--- src/rtl/clkctl_pkg.sv ---
package clkctl_pkg;
  localparam logic [2:0] A_SRC  = 3'd0;
  localparam logic [2:0] A_CFG  = 3'd1;
  localparam logic [2:0] A_CTL  = 3'd2;
  localparam logic [2:0] A_KEY  = 3'd3;
  localparam logic [2:0] A_STAT = 3'd4;

  localparam logic [7:0] KEY_FIRST  = 8'hAA;
  localparam logic [7:0] KEY_SECOND = 8'h55;

  localparam logic [1:0] SRC_BAD = 2'b11;
endpackage

--- src/rtl/clkctl_src.sv ---
module clkctl_src (
  input  logic       clk,
  input  logic       rst_n,
  input  logic       wr,
  input  logic [1:0] code,
  output logic [1:0] sel
);
  import clkctl_pkg::*;

  always_ff @(posedge clk or negedge rst_n) begin
    if (!rst_n)                     sel <= 2'b00;
    else if (wr && code != SRC_BAD) sel <= code;
  end

  a_r3_bad_code_kept: assert property (@(posedge clk) disable iff (!rst_n)
    (wr && code == SRC_BAD) |=> $stable(sel));
  a_r3_never_bad: assert property (@(posedge clk) disable iff (!rst_n)
    sel != SRC_BAD);
endmodule

--- src/rtl/clkctl_feed.sv ---
module clkctl_feed (
  input  logic       clk,
  input  logic       rst_n,
  input  logic       acc,
  input  logic       we,
  input  logic [2:0] addr,
  input  logic [7:0] wbyte,
  output logic       apply
);
  import clkctl_pkg::*;

  logic armed;
  logic key_wr;

  assign key_wr = acc && we && (addr == A_KEY);
  assign apply  = armed && key_wr && (wbyte == KEY_SECOND);

  always_ff @(posedge clk or negedge rst_n) begin
    if (!rst_n)   armed <= 1'b0;
    else if (acc) armed <= key_wr && (wbyte == KEY_FIRST);
  end

  a_r6_break_cancels: assert property (@(posedge clk) disable iff (!rst_n)
    (acc && !(key_wr && wbyte == KEY_FIRST)) |=> !apply);
endmodule

--- src/rtl/clkctl_stage.sv ---
module clkctl_stage #(
  parameter int NW = 8,
  parameter int MW = 15
) (
  input  logic          clk,
  input  logic          rst_n,
  input  logic          cfg_we,
  input  logic          ctl_we,
  input  logic [NW-1:0] wr_n,
  input  logic [MW-1:0] wr_m,
  input  logic          wr_en,
  input  logic          wr_cn,
  input  logic          apply,
  input  logic          pd,
  input  logic          lock,
  output logic [NW-1:0] stg_n,
  output logic [MW-1:0] stg_m,
  output logic          stg_en,
  output logic          stg_cn,
  output logic [NW-1:0] act_n,
  output logic [MW-1:0] act_m,
  output logic          act_en,
  output logic          act_cn
);
  always_ff @(posedge clk or negedge rst_n) begin
    if (!rst_n) begin
      stg_n <= '0;
      stg_m <= '0;
    end else if (cfg_we) begin
      stg_n <= wr_n;
      stg_m <= wr_m;
    end
  end

  always_ff @(posedge clk or negedge rst_n) begin
    if (!rst_n) begin
      stg_en <= 1'b0;
      stg_cn <= 1'b0;
    end else if (pd) begin
      stg_en <= 1'b0;
      stg_cn <= 1'b0;
    end else if (ctl_we) begin
      stg_en <= wr_en;
      stg_cn <= wr_cn;
    end
  end

  always_ff @(posedge clk or negedge rst_n) begin
    if (!rst_n) begin
      act_n  <= '0;
      act_m  <= '0;
      act_en <= 1'b0;
      act_cn <= 1'b0;
    end else if (pd) begin
      act_en <= 1'b0;
      act_cn <= 1'b0;
    end else if (apply) begin
      act_n  <= stg_n;
      act_m  <= stg_m;
      act_en <= stg_en;
      act_cn <= stg_cn && stg_en && act_en && lock;
    end
  end

  a_r7_connect_needs_lock: assert property (@(posedge clk) disable iff (!rst_n)
    $rose(act_cn) |-> $past(act_en && lock));
  a_r8_powerdown_off: assert property (@(posedge clk) disable iff (!rst_n)
    pd |=> (!act_en && !act_cn && !stg_en));
endmodule

--- src/rtl/clkctl_regs.sv ---
module clkctl_regs #(
  parameter int DW = 32,
  parameter int NW = 8,
  parameter int MW = 15
) (
  input  logic          clk,
  input  logic          rst_n,
  input  logic          bus_req,
  input  logic          bus_we,
  input  logic [2:0]    bus_addr,
  input  logic [DW-1:0] bus_wdata,
  output logic [DW-1:0] bus_rdata,
  output logic          bus_rvalid,
  input  logic          lock_i,
  input  logic          pd_i,
  output logic [1:0]    src_sel,
  output logic [NW-1:0] div_n_m1,
  output logic [MW-1:0] mul_m_m1,
  output logic          syn_en,
  output logic          syn_connect
);
  import clkctl_pkg::*;

  localparam int N_LSB  = ((MW + 7) / 8) * 8;
  localparam int EN_BIT = N_LSB + NW;
  localparam int CN_BIT = EN_BIT + 1;
  localparam int LK_BIT = EN_BIT + 2;

  logic          wr;
  logic          apply;
  logic [NW-1:0] stg_n;
  logic [MW-1:0] stg_m;
  logic          stg_en, stg_cn;
  logic [DW-1:0] rd_next;
  logic          unused_wbits;

  assign wr           = bus_req && bus_we;
  assign unused_wbits = ^bus_wdata;

  clkctl_src u_src (
    .clk (clk), .rst_n (rst_n),
    .wr  (wr && bus_addr == A_SRC),
    .code(bus_wdata[1:0]),
    .sel (src_sel)
  );

  clkctl_feed u_feed (
    .clk  (clk), .rst_n (rst_n),
    .acc  (bus_req), .we (bus_we), .addr (bus_addr),
    .wbyte(bus_wdata[7:0]),
    .apply(apply)
  );

  clkctl_stage #(.NW(NW), .MW(MW)) u_stage (
    .clk   (clk), .rst_n (rst_n),
    .cfg_we(wr && bus_addr == A_CFG),
    .ctl_we(wr && bus_addr == A_CTL),
    .wr_n  (bus_wdata[N_LSB +: NW]),
    .wr_m  (bus_wdata[MW-1:0]),
    .wr_en (bus_wdata[0]),
    .wr_cn (bus_wdata[1]),
    .apply (apply), .pd (pd_i), .lock (lock_i),
    .stg_n (stg_n), .stg_m (stg_m), .stg_en (stg_en), .stg_cn (stg_cn),
    .act_n (div_n_m1), .act_m (mul_m_m1),
    .act_en(syn_en), .act_cn (syn_connect)
  );

  always_comb begin
    rd_next = '0;
    case (bus_addr)
      A_SRC: rd_next[1:0] = src_sel;
      A_CFG: begin
        rd_next[MW-1:0]      = stg_m;
        rd_next[N_LSB +: NW] = stg_n;
      end
      A_CTL: rd_next[1:0] = {stg_cn, stg_en};
      A_STAT: begin
        rd_next[MW-1:0]      = mul_m_m1;
        rd_next[N_LSB +: NW] = div_n_m1;
        rd_next[EN_BIT]      = syn_en;
        rd_next[CN_BIT]      = syn_connect;
        rd_next[LK_BIT]      = lock_i;
      end
      default: rd_next = '0;
    endcase
  end

  always_ff @(posedge clk or negedge rst_n) begin
    if (!rst_n) begin
      bus_rdata  <= '0;
      bus_rvalid <= 1'b0;
    end else begin
      bus_rvalid <= bus_req && !bus_we;
      if (bus_req && !bus_we) bus_rdata <= rd_next;
    end
  end

  a_r9_read_valid: assert property (@(posedge clk) disable iff (!rst_n)
    (bus_req && !bus_we) |=> bus_rvalid);
  a_r4_staged_hold: assert property (@(posedge clk) disable iff (!rst_n)
    !(wr && bus_addr == A_KEY) |=> ($stable(div_n_m1) && $stable(mul_m_m1)));
  a_r5_run_after_key: assert property (@(posedge clk) disable iff (!rst_n)
    $rose(syn_en) |-> $past(wr && bus_addr == A_KEY && bus_wdata[7:0] == KEY_SECOND));
endmodule

--- config.mk ---
export PLATFORM = sky130hd
export DESIGN_NAME = clkctl_regs
export DESIGN_NICKNAME = d
export VERILOG_FILES = /design/src/rtl/clkctl_pkg.sv /design/src/rtl/clkctl_src.sv /design/src/rtl/clkctl_feed.sv /design/src/rtl/clkctl_stage.sv /design/src/rtl/clkctl_regs.sv
export SDC_FILE = /design/constraint.sdc
export NUM_CORES = 1
export LEC_CHECK = 0
export ABC_AREA = 1
export BUFFER_PORTS_ARGS = -buffer_cell sky130_fd_sc_hd__buf_2
export CAP_MARGIN = 20
export CORE_AREA = 2 2 86 88
export DETAILED_ROUTE_END_ITERATION = 10
export DIE_AREA = 0 0 88 90
export PLACE_DENSITY = 0.86
export SYNTH_ARGS = -nofsm -noshare
export SYNTH_HDL_FRONTEND = slang
export SYNTH_SLANG_ARGS = --single-unit
--- constraint.sdc ---
create_clock -name clk -period 1.4 [get_ports clk]
set_input_delay 0.28 -clock clk [delete_from_list [all_inputs] [get_ports clk]]
set_output_delay 0.28 -clock clk [all_outputs]
set_load 0.02 [all_outputs]
---- Yosys cells after proc, flatten, opt, wreduce, memory -nomap -nowiden ----
Index checks and enable logic that the tools add are counted.
word-level totals
  logic and storage cells ................. 50
  register bits ........................... 80
  output and inout bits ................... 60
  input port bits ......................... 41
operators by class
  reduce and logical (&&, ||, !) cells .... 18
  bitwise gates (word level) .............. 1
  multiplexer cells ....................... 12
  eq/ne operators ......................... 7
operator list
  operator                                             count
  case mux 13 bit (2 select lines)                     1
  case mux 8 bit (2 select lines)                      1
  logical AND 1 bit                                    13
  equality test 8 x 7 -> 1 bit, second input constant  1
  equality test 8 bit, second input constant           1
  2-to-1 mux 1 bit                                     8
  case mux 2 bit (4 select lines)                      1
  equality test 3 x 2 -> 1 bit, second input constant  2
  nonzero test 2 bit                                   2
  equality test 3 x 1 -> 1 bit, second input constant  1
  equality test 3 bit, second input constant           1
  logical NOT 3 bit                                    1
  2-to-1 mux 3 bit                                     1
  inequality test 2 bit, second input constant         1
  AND reduction 2 bit                                  1
  logical NOT 1 bit                                    1
  inverter 1 bit                                       1

---- Depth between registers and ports, before layout ----
  depth after elaboration ................. 6
  mapped depth ............................ 9
  gate-level depth less buffers ........... 7

---- Hierarchy ----
Synthesis repeated with hierarchy kept, for this count alone.
second synthesis, totals
  cell total of the unflattened synthesis .. 403
  area, all modules ....................... 3597.2 µm²
modules (own cells, without submodules)
  module        cells each  area each (µm²)  seq. area each (µm²)  times used
  clkctl_stage  190         1990.7           1251.2                1
  clkctl_regs   171         1375.1           675.6                 1
  clkctl_feed   29          137.6            25.0                  1
  clkctl_src    13          93.8             50.0                  1

---- Least setup slack after synthesis ----
Ideal clock, no wire load.
  path type ............................... input port to flip-flop
  start point ............................. input bus_addr[0]
  end point ............................... register u_stage.act_m[0]
  slack ................................... 0.160 ns
  setup time .............................. 0.117 ns
  data arrival time ....................... 1.122 ns
  stages .................................. 9
  path through ............................ buf_4 > inv_4 > nor2_8 > nand3_4 > inv_2 > nand3_2 > buf_2 > nand2_1 > nand2_1
on the way
  cells in the longest elaborated chain, start to end .. 5
RTL lines
  what                                  line                text
  start: declaration                    clkctl_regs.sv:10   input logic [2:0] bus_addr,
  equality test 3 x 2 -> 1 bit          clkctl_feed.sv:15   assign key_wr = acc && we && (addr == A_KEY);
  logical AND 1 bit                     clkctl_feed.sv:15
  logical AND 1 bit (2 in series)       clkctl_feed.sv:16   assign apply = armed && key_wr && (wbyte == KEY_SECOND);
  AND reduction 2 bit (no source line)  -
  end signal: assignment                clkctl_stage.sv:59  act_m <= stg_m;
  end: declaration                      clkctl_stage.sv:21  output logic [MW-1:0] act_m,
Every way passes these cells.
A chain may end at the register's enable or synchronous reset.

---- Worst setup path after layout ----
  start point ............................. register u_stage.act_en
  end point ............................... output syn_en
RTL lines
  what                      line                text
  start: declaration        clkctl_stage.sv:22  output logic act_en,
  start signal: assignment  clkctl_stage.sv:60  act_en <= stg_en;
  end: declaration          clkctl_regs.sv:19   output logic syn_en,
No word-level cell between the ends.

==> reports/summary.json <==
{
  "outcome": "complete, no violations",
  "post-route-util_pct": 63.2,
  "netSwitchingPower_uw": 1430,
  "pin_count_of_the_biggest_net_entering_global_routing": 81,
  "globalplace.congestion": 0.842,
  "antenna_violations_before_repair": 0,
  "post_cts_sizing": 0,
  "effective_utilization_at_floorplan_pct": 50.8,
  "critical_path_peak_fanout": 4,
  "reg_to_reg_startpoint": "u_feed.armed",
  "fmax_mhz": 812,
  "hold_ws_ps": 154,
  "synth.cell_area_um2": 3570,
  "grt_util_all_layers_pct": 23.2,
  "worst_hold_path_type": "primary input to flip-flop",
  "p_sw_share_pct": 28.0,
  "unrepaired_setup_endpoints_after_global_routing": "false",
  "report.final.slew_viol_count": 0,
  "vdd.ir_drop.worst_mv": 0.643,
  "synth.avg_cell_area_um2": 8.45,
  "cp-startpoint": "u_stage.act_en",
  "portBuffers": 85,
  "cts_max_path_buffers": 2,
  "yosysSeqAreaShare_pct": 56.1,
  "fin_area_um2": 4440,
  "via_count": 3234,
  "detail_route.iter0.violations": 202,
  "criticalPathCategory": "flip-flop to output port",
  "most_common_cell_after_layout_fill_and_taps_aside": "sky130_fd_sc_hd__nand2_1",
  "hpwlAfterDp_um": 6240,
  "post-cts-setup-buffers": 0,
  "cts-hold-fix-buffers": 1,
  "cpPeakStageDelay_ps": 420,
  "yosys_warnings": 0,
  "area_growth_syn_to_layout_pct": 24.5,
  "clkSlewWorstSetupHoldPaths_ps": 80,
  "crit_path_top_delay_cell": "sky130_fd_sc_hd__dfrtp_1",
  "drc_errors": 0,
  "wl_per_cell_um": 13.9,
  "num-fill-cells": 595,
  "top_level_ports": 101,
  "maxCapViolCount": 0,
  "drt-total-wl_um": 8610,
  "route.detailed.vias_per_inst": 5.21,
  "p_int_uw": 3680,
  "tritoncts": "yes",
  "post-route-period-util_pct": 88.0,
  "cp.buffers_inverters": 1,
  "fin_worst_skew_ps": 5.72,
  "ctsHtreeMaxLevel": 3,
  "worst_setup_path_endpoint": "syn_en",
  "critical_path.cell_chain": "buf_2",
  "cts-root-buf": "sky130_fd_sc_hd__clkbuf_8",
  "clockPowerShare_pct": 32.2,
  "grt_first_pass_wirelength_um": 14400,
  "finalSetupTns_ps": 0,
  "synth_seq_cells": 80,
  "die_w_um": 88,
  "critical_path.endpoint_type": "output port",
  "power.sequential.fraction_pct": 53.0,
  "nets": 559,
  "reg2reg_slack_ps": 310,
  "post_synth_inst_count": 422,
  "arrival_ps": 950,
  "critical_path_depth": 1,
  "placement.cell_area_um2": 4240,
  "grt_overflow_total": 0,
  "drive_above_1_share_pct": 25.1,
  "critical_path.top_delay_family": "flip-flops",
  "finalSetupViolations": 0,
  "comb_power_share_pct": 14.8,
  "timing.final.hold_violations": 0,
  "core_um2": 7020,
  "timing.final.crit_period_ps": 1230,
  "rows": 31,
  "layout_common_cells": "sky130_fd_sc_hd__nand2_1, sky130_fd_sc_hd__buf_2, sky130_fd_sc_hd__dfrtp_1",
  "drt-pass1-iter-count": 5,
  "worstRegToRegCells": 6,
  "power-per-cell-area_nw_per_um2": 1150,
  "clock-sinks": 80,
  "critPathRequiredTime_ps": 1120,
  "via_count_of_the_first_global_routing_pass": 3095,
  "netlist-cell-type-count": 24,
  "insertedDiodeCount": 0,
  "critPathLaunchType": "flip-flop",
  "floorplan.die.height_um": 90,
  "crit-reg2reg-capture": "u_stage.act_n[4]",
  "dieArea_um2": 7920,
  "power.leakage_uw": 0.00234,
  "postRouteAntennaNets": 0,
  "cts-buffers-inserted": 9,
  "worstSkewPairLatency_ps": 340
}
## per-stage QoR
step                      instances  total power, µW  setup WS (ps)
after floorplan                 427             3170            160
after global placement          605             3470           30.0
after detailed placement        605             3510           2.38
after CTS                       621             5150            148
after global routing            621             5360            135
final                           621             5100            169
## power by group through the flow
stage                     combinational, µW  sequential [µW]  clock (µW)
after floorplan                         338             2830           0
after global placement                  736             2730           0
after detailed placement                761             2750           0
after CTS                               766             2700        1690
after global routing                    847             2730        1770
final                                   757             2700        1640
## worst min-delay path by stage
stage	start	cells past startpoint	to
final	bus_wdata[19]	3	u_stage.stg_n[3]
after global placement	rst_n	2	bus_rdata[19]
after detailed placement	rst_n	2	bus_rdata[20]
after global routing	pd_i	2	u_stage.stg_cn
after CTS	bus_wdata[19]	3	u_stage.stg_n[3]
after floorplan	rst_n	0	bus_rdata[0]
## layout make-up
class | count | area [µm²] | share of cell area [%]
clock buffers | 12 | 145 | 3.27
well taps | 99 | 124 | 2.79
inverters | 16 | 62.6 | 1.41
multi-input cells | 300 | 1360 | 30.7
flip-flops and latches | 80 | 2000 | 45.1
repair buffers | 111 | 701 | 15.8
clock inverters | 3 | 42.5 | 0.958
## flip-flops by register name, summed over array words and instances, names as in the netlist
register	cells
bus_rdata	26
u_stage.act_m	15
u_stage.stg_m	15
u_stage.act_n	8
u_stage.stg_n	8
u_src.sel	2
bus_rvalid	1
u_feed.armed	1
u_stage.act_cn	1
u_stage.act_en	1
u_stage.stg_cn	1
u_stage.stg_en	1
## routing by layer
metal  global-route usage, %  part of all wire, %  up-vias
met5                       0                    0        -
met2                    37.0                   50      113
met1                    30.8                   42     1541
li1                        -                    -     1563
met3                    4.04                  5.0       17
met4                    10.1                  2.5        0
## cells by family after synthesis
| group | share of synthesized area [%] |
|---|---|
| AO/OA/AOI/OAI | 5.93 |
| AND/OR/NAND/NOR | 31.3 |
| buffers and inverters | 6.53 |
| other | 0.105 |
| flip-flops | 56.1 |
## cells in the mapped netlist, drive strengths merged
| cell type | number | share of area, % |
|---|---|---|
| nand4 | 4 | 0.70 |
| nand3 | 73 | 11 |
| a31oi | 21 | 3.7 |
| buf | 20 | 3.6 |
| o21ai | 13 | 1.8 |
| conb | 1 | 0.11 |
| nor2 | 36 | 4.5 |
| dfrtp | 80 | 56 |
| clkbuf | 11 | 1.2 |
| inv | 16 | 1.8 |
| nor3 | 2 | 0.28 |
| o31ai | 2 | 0.42 |
| nand2 | 143 | 15 |
## worst register-to-register path: stages, from the launching register on
cell and delay, ps:
sky130_fd_sc_hd__dfrtp_1 400, sky130_fd_sc_hd__nand3_4 100, sky130_fd_sc_hd__inv_2 70, sky130_fd_sc_hd__nand3_2 70, sky130_fd_sc_hd__buf_4 200, sky130_fd_sc_hd__nand2_1 80, sky130_fd_sc_hd__nand2_1 60
No activity file was read; power rests on OpenSTA's default activity.
